**config.mk**
```make
export PLATFORM = sky130hd
export DESIGN_NAME = spi_hs_master
export DESIGN_NICKNAME = d
export VERILOG_FILES = /design/src/rtl/spi_hs_pkg.sv /design/src/rtl/spi_hs_sync.sv /design/src/rtl/spi_hs_clkgen.sv /design/src/rtl/spi_hs_shift.sv /design/src/rtl/spi_hs_master.sv
export SDC_FILE = /design/constraint.sdc
export NUM_CORES = 1
export LEC_CHECK = 0
export ABC_AREA = 1
export CAP_MARGIN = 15
export CORE_ASPECT_RATIO = 1.25
export CORE_MARGIN = 2
export CORE_UTILIZATION = 40
export CTS_CLUSTER_SIZE = 20
export DETAILED_ROUTE_END_ITERATION = 12
export DONT_BUFFER_PORTS = 1
export GPL_TIMING_DRIVEN = 0
export PLACE_DENSITY = 0.56
export SYNTH_ARGS = -nofsm -noshare
export SYNTH_HDL_FRONTEND = slang
export SYNTH_SLANG_ARGS = --single-unit
export TNS_END_PERCENT = 5
```
**constraint.sdc**
```tcl
create_clock -name clk -period 2.13 [get_ports clk]
set_input_delay 0.213 -clock clk [delete_from_list [all_inputs] [get_ports clk]]
set_output_delay 0.213 -clock clk [all_outputs]
set_load 0.005 [all_outputs]
```
**src/rtl/spi_hs_pkg.sv**
```systemverilog
package spi_hs_pkg;

   typedef enum logic [1:0] {
      ST_IDLE  = 2'd0,
      ST_SETUP = 2'd1,
      ST_SHIFT = 2'd2,
      ST_TRAIL = 2'd3
   } spi_hs_state_e;

   function automatic int max_int(input int a, input int b);
      return (a > b) ? a : b;
   endfunction

endpackage

```
**src/rtl/spi_hs_sync.sv**
```systemverilog
module spi_hs_sync #(
   parameter int   STAGES  = 2,
   parameter logic RST_VAL = 1'b1
) (
   input  logic clk,
   input  logic rst_n,
   input  logic d,
   output logic q
);

   if (STAGES < 2) begin : g_bad_stages
      $error("spi_hs_sync: STAGES must be at least 2");
   end

   logic [STAGES-1:0] chain;

   for (genvar i = 0; i < STAGES; i++) begin : g_stage
      if (i == 0) begin : g_first
         always_ff @(posedge clk or negedge rst_n) begin
            if (!rst_n) chain[0] <= RST_VAL;
            else        chain[0] <= d;
         end
      end else begin : g_next
         always_ff @(posedge clk or negedge rst_n) begin
            if (!rst_n) chain[i] <= RST_VAL;
            else        chain[i] <= chain[i-1];
         end
      end
   end

   assign q = chain[STAGES-1];

endmodule

```
**src/rtl/spi_hs_clkgen.sv**
```systemverilog
module spi_hs_clkgen #(
   parameter int DATA_W = 8,
   parameter int HALF_W = 8
) (
   input  logic              clk,
   input  logic              rst_n,
   input  logic              run,
   input  logic              cpol,
   input  logic [HALF_W-1:0] half_eff,
   output logic              sclk,
   output logic              tick,
   output logic              lead,
   output logic              last
);

   localparam int NEDGE  = 2 * DATA_W;
   localparam int EDGE_W = $clog2(NEDGE);

   if (HALF_W < 1) begin : g_bad_half
      $error("spi_hs_clkgen: HALF_W must be at least 1");
   end

   logic [HALF_W-1:0] hcnt;
   logic [EDGE_W-1:0] idx;
   logic              primed;

   assign tick = run & (hcnt == '0);
   assign lead = tick & ~idx[0];
   assign last = tick & (idx == EDGE_W'(NEDGE - 1));

   always_ff @(posedge clk or negedge rst_n) begin
      if (!rst_n) begin
         hcnt   <= '0;
         idx    <= '0;
         sclk   <= 1'b0;
         primed <= 1'b0;
      end else begin
         primed <= 1'b1;
         if (!run) begin
            hcnt <= half_eff - HALF_W'(1);
            idx  <= '0;
            sclk <= cpol;
         end else if (hcnt == '0) begin
            hcnt <= half_eff - HALF_W'(1);
            idx  <= idx + EDGE_W'(1);
            sclk <= ~sclk;
         end else begin
            hcnt <= hcnt - HALF_W'(1);
         end
      end
   end

   // outside a shift phase the clock settles to the polarity level
   assert_idle_level_R1: assert property (@(posedge clk) disable iff (!rst_n)
      (primed && !run && $past(!run) && $stable(cpol)) |-> (sclk == cpol));

endmodule

```
**src/rtl/spi_hs_shift.sv**
```systemverilog
module spi_hs_shift #(
   parameter int DATA_W = 8
) (
   input  logic              clk,
   input  logic              rst_n,
   input  logic              load,
   input  logic [DATA_W-1:0] load_word,
   input  logic              cpha,
   input  logic              tick,
   input  logic              lead,
   input  logic              last,
   input  logic              miso,
   output logic              mosi,
   output logic [DATA_W-1:0] rx_word
);

   if (DATA_W < 2) begin : g_bad_width
      $error("spi_hs_shift: DATA_W must be at least 2");
   end

   logic [DATA_W-1:0] tx_sh;
   logic [DATA_W-1:0] rx_sh;
   logic              mosi_q;
   logic              sample;
   logic              drive;

   assign sample  = tick & (cpha ? ~lead : lead);
   assign drive   = tick & (cpha ? lead : (~lead & ~last));
   assign rx_word = sample ? {rx_sh[DATA_W-2:0], miso} : rx_sh;
   assign mosi    = mosi_q;

   always_ff @(posedge clk or negedge rst_n) begin
      if (!rst_n) begin
         tx_sh  <= '0;
         rx_sh  <= '0;
         mosi_q <= 1'b0;
      end else if (load) begin
         rx_sh <= '0;
         if (cpha) begin
            tx_sh <= load_word;
         end else begin
            tx_sh  <= load_word << 1;
            mosi_q <= load_word[DATA_W-1];
         end
      end else begin
         if (sample) rx_sh <= rx_word;
         if (drive) begin
            mosi_q <= tx_sh[DATA_W-1];
            tx_sh  <= tx_sh << 1;
         end
      end
   end

   // the output bit only moves on a drive edge or a word load
   assert_mosi_steady_R2: assert property (@(posedge clk) disable iff (!rst_n)
      (!drive && !load) |=> $stable(mosi));

endmodule

```
**src/rtl/spi_hs_master.sv**
```systemverilog
module spi_hs_master
   import spi_hs_pkg::*;
#(
   parameter int DATA_W      = 8,
   parameter int HALF_W      = 8,
   parameter int SETUP_W     = 5,
   parameter int TRAIL_W     = 5,
   parameter int SYNC_STAGES = 2
) (
   input  logic               clk,
   input  logic               rst_n,
   input  logic               cfg_cpol,
   input  logic               cfg_cpha,
   input  logic [HALF_W-1:0]  cfg_half,
   input  logic [SETUP_W-1:0] cfg_setup,
   input  logic [TRAIL_W-1:0] cfg_trail,
   input  logic               cfg_cs_hold,
   input  logic               cfg_five_pin,
   input  logic               tx_valid,
   output logic               tx_ready,
   input  logic [DATA_W-1:0]  tx_data,
   output logic               rx_valid,
   output logic [DATA_W-1:0]  rx_data,
   output logic               spi_sclk,
   output logic               spi_mosi,
   input  logic               spi_miso,
   output logic               spi_cs_n,
   input  logic               spi_rdy_n
);

   localparam int CNT_W = max_int(SETUP_W, TRAIL_W);

   if (SETUP_W < 1 || TRAIL_W < 1) begin : g_bad_delay
      $error("spi_hs_master: delay fields need at least one bit");
   end

   spi_hs_state_e     state;
   logic [CNT_W-1:0]  cnt;
   logic              cs_n_q;
   logic              rx_valid_q;
   logic [DATA_W-1:0] rx_data_q;
   logic              armed;
   logic              seen_off;
   logic [HALF_W-1:0] half_eff;
   logic              rdy_n_s;
   logic              slave_rdy;
   logic              go_ok;
   logic              run;
   logic              tick;
   logic              lead;
   logic              last;
   logic              load;
   logic              next_word;
   logic [DATA_W-1:0] rx_word;

   assign half_eff  = (cfg_half == '0) ? HALF_W'(1) : cfg_half;
   assign run       = (state == ST_SHIFT);
   assign slave_rdy = ~rdy_n_s;
   assign go_ok     = ~cfg_five_pin | (slave_rdy & (~armed | seen_off));
   assign next_word = cfg_cs_hold & tx_valid;
   assign tx_ready  = (state == ST_IDLE) | (run & last & cfg_cs_hold);
   assign load      = tx_valid & tx_ready;

   spi_hs_sync #(
      .STAGES  (SYNC_STAGES),
      .RST_VAL (1'b1)
   ) u_sync (
      .clk   (clk),
      .rst_n (rst_n),
      .d     (spi_rdy_n),
      .q     (rdy_n_s)
   );

   spi_hs_clkgen #(
      .DATA_W (DATA_W),
      .HALF_W (HALF_W)
   ) u_clkgen (
      .clk      (clk),
      .rst_n    (rst_n),
      .run      (run),
      .cpol     (cfg_cpol),
      .half_eff (half_eff),
      .sclk     (spi_sclk),
      .tick     (tick),
      .lead     (lead),
      .last     (last)
   );

   spi_hs_shift #(
      .DATA_W (DATA_W)
   ) u_shift (
      .clk       (clk),
      .rst_n     (rst_n),
      .load      (load),
      .load_word (tx_data),
      .cpha      (cfg_cpha),
      .tick      (tick),
      .lead      (lead),
      .last      (last),
      .miso      (spi_miso),
      .mosi      (spi_mosi),
      .rx_word   (rx_word)
   );

   always_ff @(posedge clk or negedge rst_n) begin
      if (!rst_n) begin
         state      <= ST_IDLE;
         cnt        <= '0;
         cs_n_q     <= 1'b1;
         rx_valid_q <= 1'b0;
         rx_data_q  <= '0;
         armed      <= 1'b0;
         seen_off   <= 1'b0;
      end else begin
         rx_valid_q <= 1'b0;
         if (armed && !slave_rdy) seen_off <= 1'b1;
         case (state)
            ST_IDLE: begin
               if (tx_valid) begin
                  state  <= ST_SETUP;
                  cnt    <= CNT_W'(cfg_setup);
                  cs_n_q <= 1'b0;
               end
            end
            ST_SETUP: begin
               if (cnt != '0) begin
                  cnt <= cnt - CNT_W'(1);
               end else if (go_ok) begin
                  state <= ST_SHIFT;
                  armed <= 1'b0;
               end
            end
            ST_SHIFT: begin
               if (last) begin
                  rx_data_q <= rx_word;
                  armed     <= cfg_five_pin;
                  seen_off  <= 1'b0;
                  if (next_word) begin
                     rx_valid_q <= 1'b1;
                     state      <= ST_SETUP;
                     cnt        <= CNT_W'(cfg_setup);
                  end else begin
                     state <= ST_TRAIL;
                     cnt   <= CNT_W'(cfg_trail);
                  end
               end
            end
            ST_TRAIL: begin
               if (cnt != '0) begin
                  cnt <= cnt - CNT_W'(1);
               end else begin
                  cs_n_q     <= 1'b1;
                  rx_valid_q <= 1'b1;
                  state      <= ST_IDLE;
               end
            end
            default: state <= ST_IDLE;
         endcase
      end
   end

   assign spi_cs_n = cs_n_q;
   assign rx_valid = rx_valid_q;
   assign rx_data  = rx_data_q;

   // done is a single-cycle pulse
   assert_rx_pulse_R6: assert property (@(posedge clk) disable iff (!rst_n)
      rx_valid_q |=> !rx_valid_q);

   // every generated clock edge falls inside an open frame
   assert_edge_in_frame_R3: assert property (@(posedge clk) disable iff (!rst_n)
      ((spi_sclk != $past(spi_sclk)) && $past(run)) |-> !cs_n_q);

   // an unheld word ends at the idle level with select still low
   assert_final_level_R5: assert property (@(posedge clk) disable iff (!rst_n)
      (run && last && !next_word) |=> ((spi_sclk == cfg_cpol) && !cs_n_q));

   // a queued word under hold keeps select low and reports the first word
   assert_hold_frame_R7: assert property (@(posedge clk) disable iff (!rst_n)
      (run && last && next_word) |=> (!cs_n_q && rx_valid_q));

   // an inactive ready line keeps the setup phase from starting clocking
   assert_wait_ready_R8: assert property (@(posedge clk) disable iff (!rst_n)
      ((state == ST_SETUP) && cfg_five_pin && !slave_rdy) |=> (state != ST_SHIFT));

   // no new word clocks before the ready line has toggled off and on
   assert_rearm_R9: assert property (@(posedge clk) disable iff (!rst_n)
      ((state == ST_SETUP) && cfg_five_pin && armed && !seen_off) |=> (state != ST_SHIFT));

endmodule

```
**After elaboration in Yosys (flattened, before gate mapping)**

Index checks and enable logic that the tools add are counted.

- Reduce and logical (&&, ||, !) cells: 16
- $add $sub $neg: 4
- Eq/ne operators: 12
- Multiplexer cells: 44
- Bitwise logic cells: 21

Operators with widths:

| cell | count |
|---|---|
| $mux W8 | 9 |
| $mux W5 | 4 |
| $mux W1 | 18 |
| $logic_not A8 Y1 | 2 |
| $sub A8 B1 Y8 const B | 2 |
| $pmux W5 S3 | 1 |
| $mux W2 | 6 |
| $and A1 B1 Y1 | 11 |
| $ne A2 B2 Y1 const B | 5 |
| $mux W4 | 2 |
| $pmux W2 S4 | 1 |
| $reduce_bool A2 Y1 | 4 |
| $not A1 Y1 | 7 |
| $ne A2 B1 Y1 const B | 3 |
| $pmux W1 S2 | 3 |
| $reduce_and A3 Y1 | 2 |
| $reduce_and A5 Y1 | 1 |
| $reduce_bool A5 Y1 | 1 |
| $sub A5 B1 Y5 const B | 1 |
| $add A4 B1 Y4 const B | 1 |
| $eq A2 B2 Y1 const B | 2 |
| $eq A4 B4 Y1 const B | 1 |
| $reduce_and A2 Y1 | 2 |
| $reduce_and A4 Y1 | 1 |
| other kinds (5) | 7 |

- Register bits after elaboration: 51
- Output and inout bits: 13
- Logic and storage cells: 112

**Logic depth before layout (Yosys ltp)**

- Depth after elaboration: 9
- Depth in mapped cells: 12
- Mapped depth without buffers: 12

**Modules after synthesis**

From an unflattened synthesis, not the netlist that was laid out.

- Cell total of the unflattened synthesis: 423
- Area, all modules: 3,134.3 µm²

Modules (own cells, without submodules):

| module | area an instance (µm²) | cells an instance | times used | seq. area each (µm²) |
|---|---|---|---|---|
| spi_hs_master | 1,151.1 | 150 | 1 | 476.7 |
| spi_hs_shift | 968.4 | 124 | 1 | 425.4 |
| spi_hs_clkgen | 962.2 | 147 | 1 | 325.3 |
| spi_hs_sync | 52.6 | 2 | 1 | 52.6 |

**Worst setup path before layout**

Ideal clock, no wire load.

- Kind: register to register
- Start: register u_clkgen.idx[0]
- End: register u_shift.tx_sh[6]
- Stages on the path, launching flop included: 10
- Data arrival time: 1.526 ns
- Slack: 0.479 ns
- Data required time: 2.005 ns
- Path buffers: 1
- Setup time: 0.125 ns
- Clock period less this slack: 1.651 ns
- Path through: dfrtp_1 ha_1 nand2_1 nor2_2 nand4_1 nand2_2 nand2_4 buf_2 nand3_1 nand3_1

- Word-level cells in the longest chain between the ends: 7
- Elaborated cells between the ends (all ways): 15
- Classes of those cells: eq/ne (1); mux (2); bitwise (11); reduce/logical (1)

RTL lines:

| item | line | RTL |
|---|---|---|
| from (decl) | spi_hs_clkgen.sv:24 | `logic [EDGE_W-1:0] idx;` |
| from (signal assigned) | spi_hs_clkgen.sv:45 | `idx <= idx + EDGE_W'(1);` |
| $eq A4 B4 Y1 * | spi_hs_clkgen.sv:29 | `assign last = tick & (idx == EDGE_W'(NEDGE - 1));` |
| $and A1 B1 Y1 * | spi_hs_clkgen.sv:29 |  |
| $and A1 B1 Y1 * (2 in series) | spi_hs_master.sv:61 | `assign tx_ready = (state == ST_IDLE) \| (run & last & cfg_cs_hold);` |
| $or A1 B1 Y1 * | spi_hs_master.sv:61 |  |
| named net tx_ready | spi_hs_master.sv:20 | `output logic tx_ready,` |
| $and A1 B1 Y1 * | spi_hs_master.sv:62 | `assign load = tx_valid & tx_ready;` |
| $mux W8 or $reduce_bool A2 Y1 (tied branches) | -- |  |
| to (signal assigned) | spi_hs_shift.sv:40 | `tx_sh <= load_word;` |
| to (signal assigned) | spi_hs_shift.sv:42 | `tx_sh <= load_word << 1;` |
| to (signal assigned) | spi_hs_shift.sv:49 | `tx_sh <= tx_sh << 1;` |
| to (decl) | spi_hs_shift.sv:21 | `logic [DATA_W-1:0] tx_sh;` |

The timed path passes the listed nets; every way through them passes the cells marked *.
A chain may end at the register's enable or synchronous reset.

**Final worst setup path**

Ends and elaborated chain as after synthesis.

==> flow_summary.ini <==
[power_and_ir_drop]
seqPwrFrac = 0.449
clockPowerShare = 0.185
swShare = 0.3905
combPwrFrac = 0.365
p_switching_w = 0.001246
power_density_mw_per_mm2 = 1008
p_leak_nw = 1.574
p_int_w = 0.001944
peakVddDrop_mv = 0.3490
p_total_w = 0.003190

[logic_synthesis]
yosysWarnings = 0
synthMuxAreaShare = 0.007302
synth_edf_count = 0
synth-compound-area-share = 0.08119
synth_area_mm2 = 0.002913
synth_cell_types = 37
synth-seq-area-share = 0.4394
ys_ff_latch = 51
synth_fa_ha_area_frac = 0.02577
synth-xor-area-share = 0.03007
synthSimpleGateAreaFrac = 0.3424
synth_ff_type = dfrtp_1
synth_nets = 415
synthCells = 374
async_reset_ff_frac = 1.000
synth_top_family_by_area = simple AND/OR/NAND/NOR gates
avgSynthCellArea_um2 = 7.788

[worst_setup_path]
crit_chain = ha_1, nand2_1, nor2_2, nand4_1, nand2_2, nand2_4, buf_2, nand3_1, nand3_1
crit_slowest_cell = dfrtp_1
cp_max_fo = 10
arrival_ns = 2.04
end_kind = flip-flop
crit_type = flip-flop to flip-flop
cp-start-kind = flip-flop
path_delay_family = simple AND/OR/NAND/NOR gates
critPathBufInv = 1
ff2ff_path_depth = 9
crit_top_cell = nand3_1
r2r_slack_ns = 0.29
rr_startpoint = u_clkgen.idx[0]
required_ns = 2.33
r2r-end = u_shift.tx_sh[6]
cpPeakStageDelay_ns = 0.44

[worst_hold_path]
hold_start = tx_data[0]
hold_class = input port to flip-flop
worstHoldPathCells = 2
hold_path_end = u_shift.tx_sh[0]

[cells_and_area]
fin_area_mm2 = 0.003166
drive_gt1_frac = 0.1091
seqCellArea_mm2 = 0.001280
diodes = 0
area_growth_syn_to_layout_pct = 8.677
nets = 425
multi_input_area_mm2 = 0.001418
n_fill_cell = 766

[global_routing]
overflow = 0
antenna_found_initial = 0
grt_pass1_wl_um = 10700
grt_use_total = 0.1684
grt_max_degree = 52
grt_pass1_vias = 2408

[clock_tree]
cts_buffer_depth = 2
cts_resized = 0
clk_pin_slew_ns = 0.10
h-tree-depth = 2
cts_tree = built
cts-buffers-inserted = 5
insertion_delay_ns = 0.31
root_buffer = clkbuf_8
cts.sinks = 51
cts_hold_buf = 3
cts_post_setup_buffers_inserted = 0

[sta]
setup_tns_ns = 0
max_slew_margin = 0.7637
worst_slew_pin_slew_ns = 0.3532
finalHoldViolCount = 0
period_share = 0.8661
max_freq_mhz = 542.1
slew_viol_final = 0
skew_ns = 0.003636
holdWs_ns = 0.03002
finalCriticalPeriod_ns = 1.845
worst_slack_ns = 0.2852
grt_setup_unrepaired = no
finalSetupViolCount = 0

[place]
dpl.hpwl_um = 4389
io_buffers = 0
place_area_mm2 = 0.003025
place_congestion = 0.8009
pre_cts_ws_ns = 0.2907

[route]
drcViolationCount = 0
postRouteAntennaNets = 0
vias = 2315
routed_via_density = 4.874
routed_wl_um = 5963
drt-initial-drc-count = 125
first_pass_iters = 4
wire_per_inst_um = 12.55

[floorplan]
rows = 34
io_pins = 48
coreArea_mm2 = 0.007019
die_h_um = 99.41
die_area_mm2 = 0.007985
initial_core_util = 0.4150
dieWidth_um = 80.33

[flow_run]
max_cap_violations = 0

[run_status]
status = completed
## area by class of cell
cell class | instances | area share
Multi-Input combinational cell | 272 | 0.4478
Sequential cell | 51 | 0.4043
Inverter | 44 | 0.05415
Tap cell | 90 | 0.03557
Clock buffer | 5 | 0.02174
Timing Repair Buffer | 3 | 0.01502
Buffer | 7 | 0.01383
Clock inverter | 3 | 0.007510
## registers in the layout (all words and copies together), names as in the netlist
register and flops:
armed 1, cnt 5, rx_data 8, rx_valid 1
seen_off 1, spi_cs_n 1, state 2, u_clkgen.hcnt 8
u_clkgen.idx 4, u_clkgen.sclk 1, u_shift.mosi 1, u_shift.rx_sh 8
u_shift.tx_sh 8, u_sync.chain 1, u_sync.q 1
## synth_stat cells (all sizes together), types with 3 or more instances
| cell | n | share of area |
|---|---|---|
| nor2 | 28 | 0.049 |
| dfstp | 3 | 0.027 |
| o21ai | 26 | 0.045 |
| clkinv | 3 | 0.0060 |
| nand2 | 125 | 0.18 |
| ha | 6 | 0.026 |
| xor2 | 6 | 0.018 |
| nand3 | 44 | 0.080 |
| dfrtp | 48 | 0.41 |
| xnor2 | 4 | 0.012 |
| inv | 41 | 0.053 |
| a21oi | 11 | 0.023 |
| a31oi | 3 | 0.0064 |
| nand4 | 11 | 0.026 |
| buf | 7 | 0.015 |
## worst max-delay path by stage
stage / startpoint / endpoint / slack, ns / cells past startpoint
after detailed placement: u_clkgen.idx[0] / u_shift.tx_sh[6] / 0.29 / 9
after global placement: u_clkgen.idx[0] / u_shift.tx_sh[2] / 0.30 / 9
after global routing: u_clkgen.idx[0] / u_shift.tx_sh[4] / 0.10 / 9
after CTS: u_clkgen.idx[0] / u_shift.tx_sh[6] / 0.28 / 9
final: u_clkgen.idx[0] / u_shift.tx_sh[6] / 0.29 / 9
after floorplan: u_clkgen.idx[0] / u_shift.tx_sh[6] / 0.48 / 9
## cells by family (layout without fill, tap and decap cells)
kind of cell | Yosys count | after routing
AND/OR/NAND/NOR | 211 | 211
flip-flops | 51 | 51
buffers and inverters | 51 | 62
AO/OA/AOI/OAI | 43 | 43
XOR/XNOR | 10 | 10
adder cells (fa/ha/maj) | 6 | 6
multiplexers | 2 | 2
## routing by layer
layer / up-vias / part of all wire / global-route usage / wire (um)
met5: - / 0 / 0 / 0
met3: 7 / 0.040 / 0.03721 / 237
li1: 1230 / - / - / -
met4: 0 / 0.018 / 0.04824 / 108
met2: 36 / 0.51 / 0.3019 / 3016
met1: 1042 / 0.44 / 0.1995 / 2600
## cell usage in the layout (no fill, tap or decap), types with 2 or more instances in the layout
cell type and count:
a21oi_1 10, a31oi_1 3, buf_2 5, clkbuf_8 5, clkinvlp_4 2, dfrtp_1 48, dfstp_2 3, dlygate4sd3_1 2
ha_1 6, inv_1 39, inv_2 2, nand2_1 116, nand2_2 4, nand2_4 5, nand3_1 43, nand4_1 10
nor2_1 23, nor2_2 2, nor2_4 2, o21ai_0 24, o21ai_1 2, xnor2_1 4, xor2_1 6
## per-stage QoR
step / cells / util
5_1_grt: 475 / 0.4510
3_5_place_dp: 464 / 0.4310
6_report: 475 / 0.4510
3_3_place_gp: 464 / 0.4310
2_1_floorplan: 374 / -
4_1_cts: 475 / 0.4510
## power by group through the flow
stage / logic [W] / clock network [W] / registers [W]
2_1_floorplan: 0.000950 / 0 / 0.00141
4_1_cts: 0.00118 / 0.000610 / 0.00143
6_report: 0.00117 / 0.000591 / 0.00143
5_1_grt: 0.00139 / 0.000655 / 0.00147
3_5_place_dp: 0.00115 / 0 / 0.00145
3_3_place_gp: 0.00112 / 0 / 0.00145
Power figures use the tool's default switching activity.
